File: config.mk
export PLATFORM = sky130hd
export DESIGN_NAME = lbus_strobe_seq
export DESIGN_NICKNAME = d
export VERILOG_FILES = /design/src/rtl/lbs_pkg.sv /design/src/rtl/lbs_timing_decode.sv /design/src/rtl/lbs_cycle_ctr.sv /design/src/rtl/lbs_pin_map.sv /design/src/rtl/lbus_strobe_seq.sv
export SDC_FILE = /design/constraint.sdc
export NUM_CORES = 1
export LEC_CHECK = 0
export CORE_MARGIN = 8
export CORE_UTILIZATION = 55
export CTS_BUF_LIST = sky130_fd_sc_hd__clkbuf_4
export DETAILED_ROUTE_END_ITERATION = 8
export HOLD_SLACK_MARGIN = 0.06
export PLACE_DENSITY = 0.88
export SKIP_LAST_GASP = 1
export SLEW_MARGIN = 30
export SYNTH_ARGS = -nofsm -noshare
export SYNTH_HDL_FRONTEND = slang
export SYNTH_SLANG_ARGS = --single-unit
File: constraint.sdc
create_clock -name clk -period 8.4 [get_ports clk]
set_clock_uncertainty 0.2 [all_clocks]
set_input_delay 1.26 -clock clk [delete_from_list [all_inputs] [get_ports clk]]
set_output_delay 1.26 -clock clk [all_outputs]
set_load 0.02 [all_outputs]
File: src/rtl/lbs_pkg.sv
package lbs_pkg;
  localparam int OFF_W   = 4;
  localparam int OFF_MAX = 10;
  localparam int LANES   = 4;

  typedef logic [OFF_W-1:0] off_t;

  typedef struct packed {
    off_t wr_de;
    off_t wr_as;
    off_t rd_de;
    off_t rd_as;
    off_t cs_wr_de;
  } lbs_tim_t;

  typedef struct packed {
    lbs_tim_t         tim;
    logic             is_read;
    logic             mode_dir;
    logic [LANES-1:0] be;
  } lbs_cfg_t;

  function automatic off_t clamp_off(input off_t v);
    return (int'(v) > OFF_MAX) ? off_t'(OFF_MAX) : v;
  endfunction

  function automatic logic in_window(input off_t c, input off_t a, input off_t d);
    return (c >= a) && (c < d);
  endfunction

  function automatic off_t max_off(input off_t a, input off_t b);
    return (a > b) ? a : b;
  endfunction

  function automatic off_t end_off(input lbs_tim_t t, input logic is_read);
    return is_read ? t.rd_de : max_off(t.cs_wr_de, t.wr_de);
  endfunction
endpackage

File: src/rtl/lbs_timing_decode.sv
module lbs_timing_decode
  import lbs_pkg::*;
#(
  parameter int CS_LSB  = 12,
  parameter int RAS_LSB = 16,
  parameter int RDE_LSB = 20,
  parameter int WAS_LSB = 24,
  parameter int WDE_LSB = 28
) (
  input  logic [31:0] reg_i,
  output lbs_tim_t    tim_o
);
  localparam int NF = 5;
  localparam int LSBS [NF] = '{CS_LSB, RAS_LSB, RDE_LSB, WAS_LSB, WDE_LSB};

  off_t raw  [NF];
  off_t clmp [NF];
  logic [NF-1:0] clamp_evt;
  logic unused_low;

  assign unused_low = ^reg_i[CS_LSB-1:0];

  for (genvar f = 0; f < NF; f++) begin : g_field
    assign raw[f]       = reg_i[LSBS[f] +: OFF_W];
    assign clmp[f]      = clamp_off(raw[f]);
    assign clamp_evt[f] = (raw[f] != clmp[f]);
  end

  assign tim_o.cs_wr_de = clmp[0];
  assign tim_o.rd_as    = clmp[1];
  assign tim_o.rd_de    = clmp[2];
  assign tim_o.wr_as    = clmp[3];
  assign tim_o.wr_de    = clmp[4];

  always_comb begin
    if (clamp_evt[4]) assert_clamp_val_R9: assert (int'(tim_o.wr_de) == OFF_MAX);
    if (clamp_evt[2]) assert_clamp_rd_R9: assert (int'(tim_o.rd_de) == OFF_MAX);
  end
endmodule

File: src/rtl/lbs_cycle_ctr.sv
module lbs_cycle_ctr
  import lbs_pkg::*;
(
  input  logic clk,
  input  logic rst_n,
  input  logic start_i,
  input  off_t end_off_i,
  output logic accept_o,
  output logic busy_o,
  output off_t cnt_o,
  output logic done_o
);
  logic busy_q;
  off_t cnt_q;

  assign accept_o = start_i && !busy_q;
  assign done_o   = busy_q && (cnt_q == end_off_i);
  assign busy_o   = busy_q;
  assign cnt_o    = cnt_q;

  always_ff @(posedge clk or negedge rst_n) begin
    if (!rst_n) begin
      busy_q <= 1'b0;
      cnt_q  <= '0;
    end else if (accept_o) begin
      busy_q <= 1'b1;
      cnt_q  <= '0;
    end else if (done_o) begin
      busy_q <= 1'b0;
      cnt_q  <= '0;
    end else if (busy_q) begin
      cnt_q  <= cnt_q + 1'b1;
    end
  end

  assert_start_ref_R2: assert property (@(posedge clk) disable iff (!rst_n)
    (start_i && !busy_q) |=> (busy_q && cnt_q == '0));
  assert_done_drop_R8: assert property (@(posedge clk) disable iff (!rst_n)
    done_o |=> !busy_q);
  assert_cnt_limit_R9: assert property (@(posedge clk) disable iff (!rst_n)
    busy_q |-> (int'(cnt_q) <= OFF_MAX));
  assert_restart_ignored_R11: assert property (@(posedge clk) disable iff (!rst_n)
    (start_i && busy_q && !done_o) |=> (busy_q && cnt_q == $past(cnt_q) + 1'b1));
endmodule

File: src/rtl/lbs_pin_map.sv
module lbs_pin_map
  import lbs_pkg::*;
(
  input  logic             busy_i,
  input  off_t             cnt_i,
  input  lbs_cfg_t         cfg_i,
  output logic [LANES-1:0] cs_n_o,
  output logic             rd_n_o,
  output logic             wr_n_o,
  output logic             rnw_o,
  output logic [LANES-1:0] ds_n_o
);
  logic rd_win, wr_win, cs_win, dir_low, sep_mode;
  off_t cs_de;

  assign sep_mode = !cfg_i.mode_dir;
  assign rd_win   = busy_i && cfg_i.is_read  && in_window(cnt_i, cfg_i.tim.rd_as, cfg_i.tim.rd_de);
  assign wr_win   = busy_i && !cfg_i.is_read && in_window(cnt_i, cfg_i.tim.wr_as, cfg_i.tim.wr_de);
  assign cs_de    = cfg_i.is_read ? cfg_i.tim.rd_de : cfg_i.tim.cs_wr_de;
  assign cs_win   = busy_i && in_window(cnt_i, '0, cs_de);
  assign dir_low  = busy_i && cfg_i.mode_dir && !cfg_i.is_read && (cnt_i < cfg_i.tim.cs_wr_de);

  assign rd_n_o = !(rd_win && sep_mode);
  assign wr_n_o = !(wr_win && sep_mode);
  assign rnw_o  = !dir_low;

  for (genvar i = 0; i < LANES; i++) begin : g_lane
    assign cs_n_o[i] = !(cs_win && sep_mode && cfg_i.be[i]);
    assign ds_n_o[i] = !((rd_win || wr_win) && cfg_i.mode_dir && cfg_i.be[i]);
  end

  always_comb begin
    assert_rw_excl_R3: assert (rd_n_o || wr_n_o);
    if (cfg_i.mode_dir) assert_dir_quiet_R6: assert (rd_n_o && wr_n_o && (&cs_n_o));
    else                assert_sep_quiet_R6: assert (&ds_n_o);
    if (cfg_i.is_read)  assert_rnw_read_R7: assert (rnw_o);
  end
endmodule

File: src/rtl/lbus_strobe_seq.sv
module lbus_strobe_seq
  import lbs_pkg::*;
(
  input  logic             clk,
  input  logic             rst_n,
  input  logic             start_i,
  input  logic             is_read_i,
  input  logic             mode_dir_i,
  input  logic [LANES-1:0] byte_en_i,
  input  logic [31:0]      timing_i,
  output logic [LANES-1:0] cs_n_o,
  output logic             rd_n_o,
  output logic             wr_n_o,
  output logic             rnw_o,
  output logic [LANES-1:0] ds_n_o,
  output logic             busy_o,
  output logic             done_o
);
  lbs_tim_t tim_dec;
  lbs_cfg_t cfg_q;
  logic     accept;
  off_t     cnt;
  off_t     end_sel;

  lbs_timing_decode u_dec (
    .reg_i (timing_i),
    .tim_o (tim_dec)
  );

  always_ff @(posedge clk or negedge rst_n) begin
    if (!rst_n)      cfg_q <= '0;
    else if (accept) cfg_q <= '{tim: tim_dec, is_read: is_read_i,
                                mode_dir: mode_dir_i, be: byte_en_i};
  end

  assign end_sel = end_off(cfg_q.tim, cfg_q.is_read);

  lbs_cycle_ctr u_ctr (
    .clk       (clk),
    .rst_n     (rst_n),
    .start_i   (start_i),
    .end_off_i (end_sel),
    .accept_o  (accept),
    .busy_o    (busy_o),
    .cnt_o     (cnt),
    .done_o    (done_o)
  );

  lbs_pin_map u_pins (
    .busy_i (busy_o),
    .cnt_i  (cnt),
    .cfg_i  (cfg_q),
    .cs_n_o (cs_n_o),
    .rd_n_o (rd_n_o),
    .wr_n_o (wr_n_o),
    .rnw_o  (rnw_o),
    .ds_n_o (ds_n_o)
  );

  assert_idle_quiet_R1: assert property (@(posedge clk) disable iff (!rst_n)
    !busy_o |-> ((&cs_n_o) && rd_n_o && wr_n_o && rnw_o && (&ds_n_o) && !done_o));
  assert_cfg_hold_R11: assert property (@(posedge clk) disable iff (!rst_n)
    (busy_o && $past(busy_o) && !$past(accept)) |-> $stable(cfg_q));
endmodule

* Yosys cells after proc, flatten, opt, wreduce, memory -nomap -nowiden
Index checks and enable logic that the tools add are counted.
** Word-level totals
- Bits in registers :: 31
- Latch bits :: 0
- Memory bits (writable) :: 0
- ROM bits :: 0
- Memories kept :: 0
** Operators by class
- Add/subtract/negate cells :: 1
- Multiply operators :: 0
- Div/mod/pow operators :: 0
- Magnitude comparators :: 13
- Equality and inequality tests :: 1
- Shifts and indexed selects :: 0
- Mux-type cells :: 13
- Bitwise operators :: 0
- Reduce and logical (&&, ||, !) cells :: 42
** Operators with widths (number)
- $mux W4 :: 11
- $logic_and A1 B1 Y1 :: 25
- $gt A4 B4 Y1 const B :: 5
- $lt A4 B4 Y1 :: 4
- $logic_not A1 Y1 :: 14
- $ge A4 B4 Y1 :: 2
- $add A4 B1 Y4 const B :: 1
- $eq A4 B4 Y1 :: 1
- $ge A4 B1 Y1 const B :: 1
- $gt A4 B4 Y1 :: 1
- $reduce_bool A3 Y1 :: 1
- $mux W1 :: 2
- $reduce_bool A2 Y1 :: 1
- $logic_or A1 B1 Y1 :: 1

* Longest topological paths before layout
Gate-level depths: netlist of the first run.
- Depth after elaboration :: 7
- Depth in mapped cells :: 9

* Hierarchy
From an unflattened synthesis of the first run, not the netlist that was laid out.
** Second synthesis, totals
- Cells, all modules :: 222
- Area total of the unflattened synthesis :: 2292.2 um^2
** By module, submodules not included
- lbus_strobe_seq :: times used 1, cells an instance 84, area each 1158.6 um^2, sequential area each 650.6 um^2
- lbs_pin_map :: times used 1, cells an instance 80, area each 658.1 um^2, sequential area each 0.0 um^2
- lbs_cycle_ctr :: times used 1, cells an instance 33, area each 320.3 um^2, sequential area each 125.1 um^2
- lbs_timing_decode :: times used 1, cells an instance 25, area each 155.1 um^2, sequential area each 0.0 um^2

* Worst setup path before layout of the first run
OpenSTA, ideal clock, no wires.
- Path kind :: register to output
- From :: register cfg_q[9] (netlist bit)
- To :: output port done_o
- Arrival :: 2480 ps
- Required time :: 6940 ps
- Setup slack :: 4460 ps
- Stages on the path, launching flop included :: 8
- Path buffers :: 0
- Path through :: dfrtp_1 > ha_1 > a21oi_1 > nor2_1 > a32o_1 > or4_4 > a211oi_4 > and2_1
** On the way
- Longest elaborated chain between the ends :: 5
** Ends and longest elaborated chain
- from (decl) :: RTL line lbus_strobe_seq.sv:20 : lbs_cfg_t cfg_q;
- from (signal assigned) :: RTL line lbus_strobe_seq.sv:32 : else if (accept) cfg_q <= '{tim: tim_dec, is_read: is_read_i,
- $gt A4 B4 Y1 :: RTL line lbs_pkg.sv:32 : return (a > b) ? a : b;
- $mux W4 * :: RTL line lbs_pkg.sv:32
- $mux W4 * :: RTL line lbs_pkg.sv:36 : return is_read ? t.rd_de : max_off(t.cs_wr_de, t.wr_de);
- $eq A4 B4 Y1 * :: RTL line lbs_cycle_ctr.sv:17 : assign done_o = busy_q && (cnt_q == end_off_i);
- $logic_and A1 B1 Y1 * :: RTL line lbs_cycle_ctr.sv:17
- to (decl) :: RTL line lbus_strobe_seq.sv:17 : output logic done_o
Mark *: on every way between the ends. The rest lies on a longest branch, timed or not.

* Final worst setup path of the first run
Same ends and word-level chain as after synthesis.

==> metrics.txt, run 1 <==
GR Util All Layers=16.7%; final slew viol count=0; Avg WL per Cell=14.5 microns; Least-Margin Pin Slew=742 ps; final setup vio count=0; synthesized instance count=238; top post-synthesis cells by area=dfrtp_1 35%, ha_1 14%, mux2_2 5.6%; final instance area=2680 sq um; # DRC=0; final hold violation count=0; CTS tree=built; Critical Path Sink Type=primary output; Worst VDD drop=0.000197 V; Main synth FF type=dfrtp_1; H-tree levels=2; Post-CTS Setup Repair Bufs=0; CP required=6940 ps; Mapped Area=2200 sq um; Max Cap Violations=0; reg-to-reg endpoint=u_ctr.cnt_o[2]; first-pass GRT wire length=8.51 mm; PwrDens=392 nW/um^2; Worst Path Max Fanout=6; CTS clk-pin slew, worst paths=90 ps; CP Launch Type=flip-flop; Synth Net Count=304; Root Buffer Master=clkbuf_4; commonest cells in the netlist=31 x dfrtp_1, 25 x ha_1, 25 x nand2_1, 18 x inv_1, 17 x o21ai_0; Initial Util=56.1%; initial antenna violation count=0; Worst-Skew Late Latency=330 ps; hpwl dp=3.59 mm; Synth area leader=dfrtp_1; routed vias/inst=5.63; Layout area overhead=22.2%; # clock sinks=31; Period minus WS final=5110 ps; die area=6270 sq um; Max Buffers Root-to-Sink=2; cell row count=23; top cell type's share of synthesized area=35.3%; Max Fclk=0.196 GHz; WP data arrival=3650 ps; # diodes=0; RR Startpoint=cfg_q[9]; fin crit share=60.9%; Post-CTS Resized=0; reg2reg setup slack=5400 ps; layout cells sized above 1=7.94%; RSZ-0062 raised after global routing=false; CORE AREA=3910 sq um; Die Ht=79.2 microns; # fillers=318; layout net count=343; yosys warns=0; DP Area=2640 sq um; final RePlAce weighted congestion=0.879; relative slew slack=50.5%; drt first pass iters=4; worst reg-to-reg path cell count=7; PortBufs=41; register area share after synthesis=35.3%; chip width=79.2 microns; static leakage=1.22 nW; largest net degree at the start of global routing=45; Vias=1841; Post-synth ARST share=100%; Routed Antenna Nets=0; Iter 0 DRT Violations=104; status=finished, final reports clean; syn_area_per_cell=9.23 sq um; count leader, synth=dfrtp_1; Crit Path Class=flip-flop to primary output; Boundary Pins=54; Post-synth EDFFs=0; Hold Path Stages=2; Yosys cell types=43; hold path startpoint=cfg_q[20]; GRT overflow=0; Setup TNS=0 ps; Hold Path Class=flip-flop to flip-flop; vias in the first global route=1898; CTS buffer count=5; overall power=1.05 mW; hold_buf cts=0; final wirelength=4.73 mm; #FFs+latches synth=31; Hold EP=cfg_q[20]
==> routing by layer <==
layer	global-route usage (%)	vias to the layer above	part of all wire, %
met5	0	-	0
met4	6.85	0	1.4
met3	3.95	7	5.0
met2	29.4	49	51
met1	18.8	852	43
li1	-	933	-
==> state kept, by name (all words and copies together) (netlist names) <==
signal        count
cfg_q            26
u_ctr.cnt_o       4
u_ctr.busy_o      1
==> worst max path at each step <==
stage / end / cells past startpoint / startpoint / slack [ps]
after floorplan: done_o / 7 / cfg_q[9] / 4460
after global placement: done_o / 8 / cfg_q[9] / 3700
after detailed placement: done_o / 8 / cfg_q[9] / 3650
after CTS: done_o / 8 / cfg_q[9] / 3270
after global routing: done_o / 8 / cfg_q[9] / 3110
final: done_o / 8 / cfg_q[9] / 3290
==> cell type report <==
| class | count | area [sq um] | area share [%] |
|---|---|---|---|
| Multi-Input combinational cell | 178 | 1310 | 48.7 |
| Sequential cell | 31 | 776 | 28.9 |
| Timing Repair Buffer | 43 | 425 | 15.9 |
| Inverter | 18 | 67.6 | 2.52 |
| Tap cell | 50 | 62.6 | 2.33 |
| Clock buffer | 5 | 37.5 | 1.40 |
| Clock inverter | 2 | 8.76 | 0.326 |
==> metrics by stage <==
stage / hold slack, ps / setup slack (ps) / util (%) / cells
2_1_floorplan: 250 / 4460 / - / 238
3_3_place_gp: 263 / 3700 / 67.4 / 320
3_5_place_dp: 275 / 3650 / 67.4 / 320
4_1_cts: 295 / 3270 / 68.6 / 327
5_1_grt: 318 / 3110 / 68.6 / 327
6_report: 290 / 3290 / 68.6 / 327
==> cells by family after synthesis <==
| logic type | count (synthesis) | synth area share [%] |
|---|---|---|
| fa+ha+maj | 25 | 14.2 |
| simple gates | 69 | 16.3 |
| compound gates | 66 | 20.3 |
| flops | 31 | 35.3 |
| buf+inv | 29 | 5.18 |
| mux | 15 | 7.46 |
| xor+xnor | 3 | 1.20 |
==> where the power goes <==
group	internal (mW)	total (mW)	switching, mW
registers	0.220	0.326	0.107
clock network	0.0296	0.0777	0.0482
logic	0.323	0.648	0.325
==> placed cells by master, fill, tap and decap left out, drive strengths merged, types with 8 or more instances in the layout <==
| master | Yosys | layout |
|---|---|---|
| nor2 | 11 | 11 |
| a21oi | 15 | 15 |
| ha | 25 | 25 |
| nand2 | 25 | 25 |
| nand2b | 11 | 11 |
| inv | 18 | 18 |
| dfrtp | 31 | 31 |
| mux2 | 11 | 11 |
| a21o | 8 | 8 |
| clkdlybuf4s50 | 0 | 41 |
| o21ai | 18 | 18 |
==> critical path: stages (launching register included) <==
cell and delay [ps]:
dfrtp_1 470, ha_1 370, a21oi_1 380, nor2_1 170, a32o_1 260, or4_4 550
a211oi_4 340, and2_1 180, clkdlybuf4s50_1 600
No activity file was read; power rests on OpenSTA's default activity.
==> run 2: changes to the inputs <==
--- a/config.mk
+++ b/config.mk
@@ -6,11 +6,11 @@
 export NUM_CORES = 1
 export LEC_CHECK = 0
 export CORE_MARGIN = 8
-export CORE_UTILIZATION = 55
+export CORE_UTILIZATION = 46
 export CTS_BUF_LIST = sky130_fd_sc_hd__clkbuf_4
 export DETAILED_ROUTE_END_ITERATION = 8
 export HOLD_SLACK_MARGIN = 0.06
-export PLACE_DENSITY = 0.88
+export PLACE_DENSITY = 0.78
 export SKIP_LAST_GASP = 1
 export SLEW_MARGIN = 30
 export SYNTH_ARGS = -nofsm -noshare
==> constraint.sdc (replaced) <==
create_clock -name clk -period 4.5 [get_ports clk]
set_clock_uncertainty 0.2 [all_clocks]
set_input_delay 0.675 -clock clk [delete_from_list [all_inputs] [get_ports clk]]
set_output_delay 0.675 -clock clk [all_outputs]
set_load 0.02 [all_outputs]
==> run 2 against run 1 <==
Final area grew 2.6%. Cell count grew 3.7%. Wire length grew 10%. Total power grew 100%. Critical path depth is the same. Flip-flop and latch count is the same. Count of clock-buffer cells in the layout grew 2. Non-clock buffer count grew 7.
==> metrics.txt, run 2 (synthesis results as in run 1) <==
Die Ht=85.1 microns (+7.5%); CP Launch Type=flip-flop; Worst Path Max Fanout=6 (unchanged); Least-Margin Pin Slew=722 ps (-20.3 ps); final slew viol count=0 (unchanged); H-tree levels=2 (unchanged); Avg WL per Cell=15.4 microns (+6.3%); layout net count=350 (+2.0%); most frequent cells in the layout=40 x clkdlybuf4s50_1, 31 x dfrtp_1, 25 x nand2_1, 25 x ha_1, 18 x inv_1; static leakage=1.27 nW (+3.6%); Iter 0 DRT Violations=96 (-7.7%); Period minus WS final=4360 ps; die area=7240 sq um (+15%); # fillers=418 (+31%); drt first pass iters=4 (unchanged); hpwl dp=3.97 mm (+11%); cell row count=25 (+8.7%); status=finished, final reports clean; routed vias/inst=5.64 (+0.13%); # clock sinks=31 (unchanged); CTS buffer count=5 (unchanged); hold_buf cts=0 (unchanged); most common cell after layout, fill and taps aside=clkdlybuf4s50_1; WP data arrival=3480 ps (-170 ps); layout cells sized above 1=11.9% (+4.0 points); CP required=3620 ps (-3320 ps); CTS clk-pin slew, worst paths=100 ps (about the same); Worst-Skew Late Latency=340 ps (about the same); Boundary Pins=54 (unchanged); CTS tree=built; initial antenna violation count=0 (unchanged); Hold Path Class=input port to async pin; Max Cap Violations=0 (unchanged); Reg with most FFs=cfg_q; final RePlAce weighted congestion=0.844 (-4.0%); # diodes=0 (unchanged); fin crit share=96.8%; # DRC=0 (unchanged); Largest register FFs=26 (unchanged); PwrDens=769 nW/um^2 (+96%); Root Buffer Master=clkbuf_4; RSZ-0062 raised after global routing=false; Vias=1911 (+3.8%); final hold violation count=0 (unchanged); reg2reg setup slack=1490 ps (-3910 ps); Setup TNS=0 ps (unchanged); Critical Path Sink Type=primary output; Routed Antenna Nets=0 (unchanged); chip width=85.1 microns (+7.5%); Layout area overhead=25.4%; PortBufs=41 (unchanged); GRT overflow=0 (unchanged); Crit Path Class=flip-flop to primary output; relative slew slack=51.9% (+1.4 points); CORE AREA=4660 sq um (+19%); largest net degree at the start of global routing=27 (-40%); Max Buffers Root-to-Sink=2 (unchanged); Worst VDD drop=0.000332 V (+68%); worst hold slack=97.7 ps (-192 ps); Initial Util=47.1% (-9.0 points); final wirelength=5.22 mm (+10%); final setup vio count=0 (unchanged); GR Util All Layers=15.1% (-1.6 points); first-pass GRT wire length=8.89 mm (+4.5%); vias in the first global route=1938 (+2.1%); Max Fclk=0.230 GHz
-- run 2: final cells by class --
type                       count  area, sq um  area share, %
multi-input combinational    178         1310           47.7
sequential                    31          776           28.2
timing repair buffer          50          473           17.2
inverter                      18         67.6           2.45
tap                           54         67.6           2.45
clock buffer                   7         52.6           1.91
clock inverter                 1         5.00          0.182
-- run 2: path summary, 6_finish.rpt --
check	endpoint	from	cells past startpoint
max	done_o	cfg_q[7]	8
min	cfg_q[22]	rst_n	1
max reg2reg	u_ctr.cnt_o[1]	cfg_q[7]	9
min reg2reg	cfg_q[20]	cfg_q[20]	2
max in group asynchronous	cfg_q[4]	rst_n	2
min in group clk	cfg_q[20]	cfg_q[20]	2
-- run 2: worst max-delay path, stage by stage, from the launching register on --
cell and delay, ps:
dfrtp_1 470, ha_1 340, nor2b_1 150, o211ai_1 230, a32o_1 340, or4_4 550, a211oi_4 300, and2_1 170
clkdlybuf4s50_1 600
-- run 2: timing repair --
| item | in CTS | in global routing |
|---|---|---|
| buffers inserted | 0 | 3 |
| gates resized for setup | 0 | 3 |
| endpoints found under the setup margin | 0 | 1 |
-- run 2: layer usage --
metal | vias up | part of all wire, % | global-route usage [%]
li1 | 946 | - | -
met1 | 907 | 45 | 17.4
met2 | 45 | 48 | 25.2
met3 | 13 | 4.7 | 4.54
met4 | 0 | 2.8 | 6.80
met5 | - | 0 | 0
-- run 2: report_power, final --
part	total, mW	switching, mW	internal (mW)
logic	1.37	0.687	0.687
registers	0.575	0.164	0.411
clock network	0.169	0.0963	0.0728
-- run 2: per-stage QoR --
step                setup slack (ps)  utilization (%)  cells  power (mW)  area (sq um)
floorplan                       1140                -    238        1.48          2200
global placement                 423             57.3    328        1.82          2670
detailed placement               431             57.2    328        1.87          2670
CTS                             40.1             58.5    336        2.05          2730
global route                    2.32             59.1    339        2.31          2750
finish                           144             59.1    339        2.12          2750
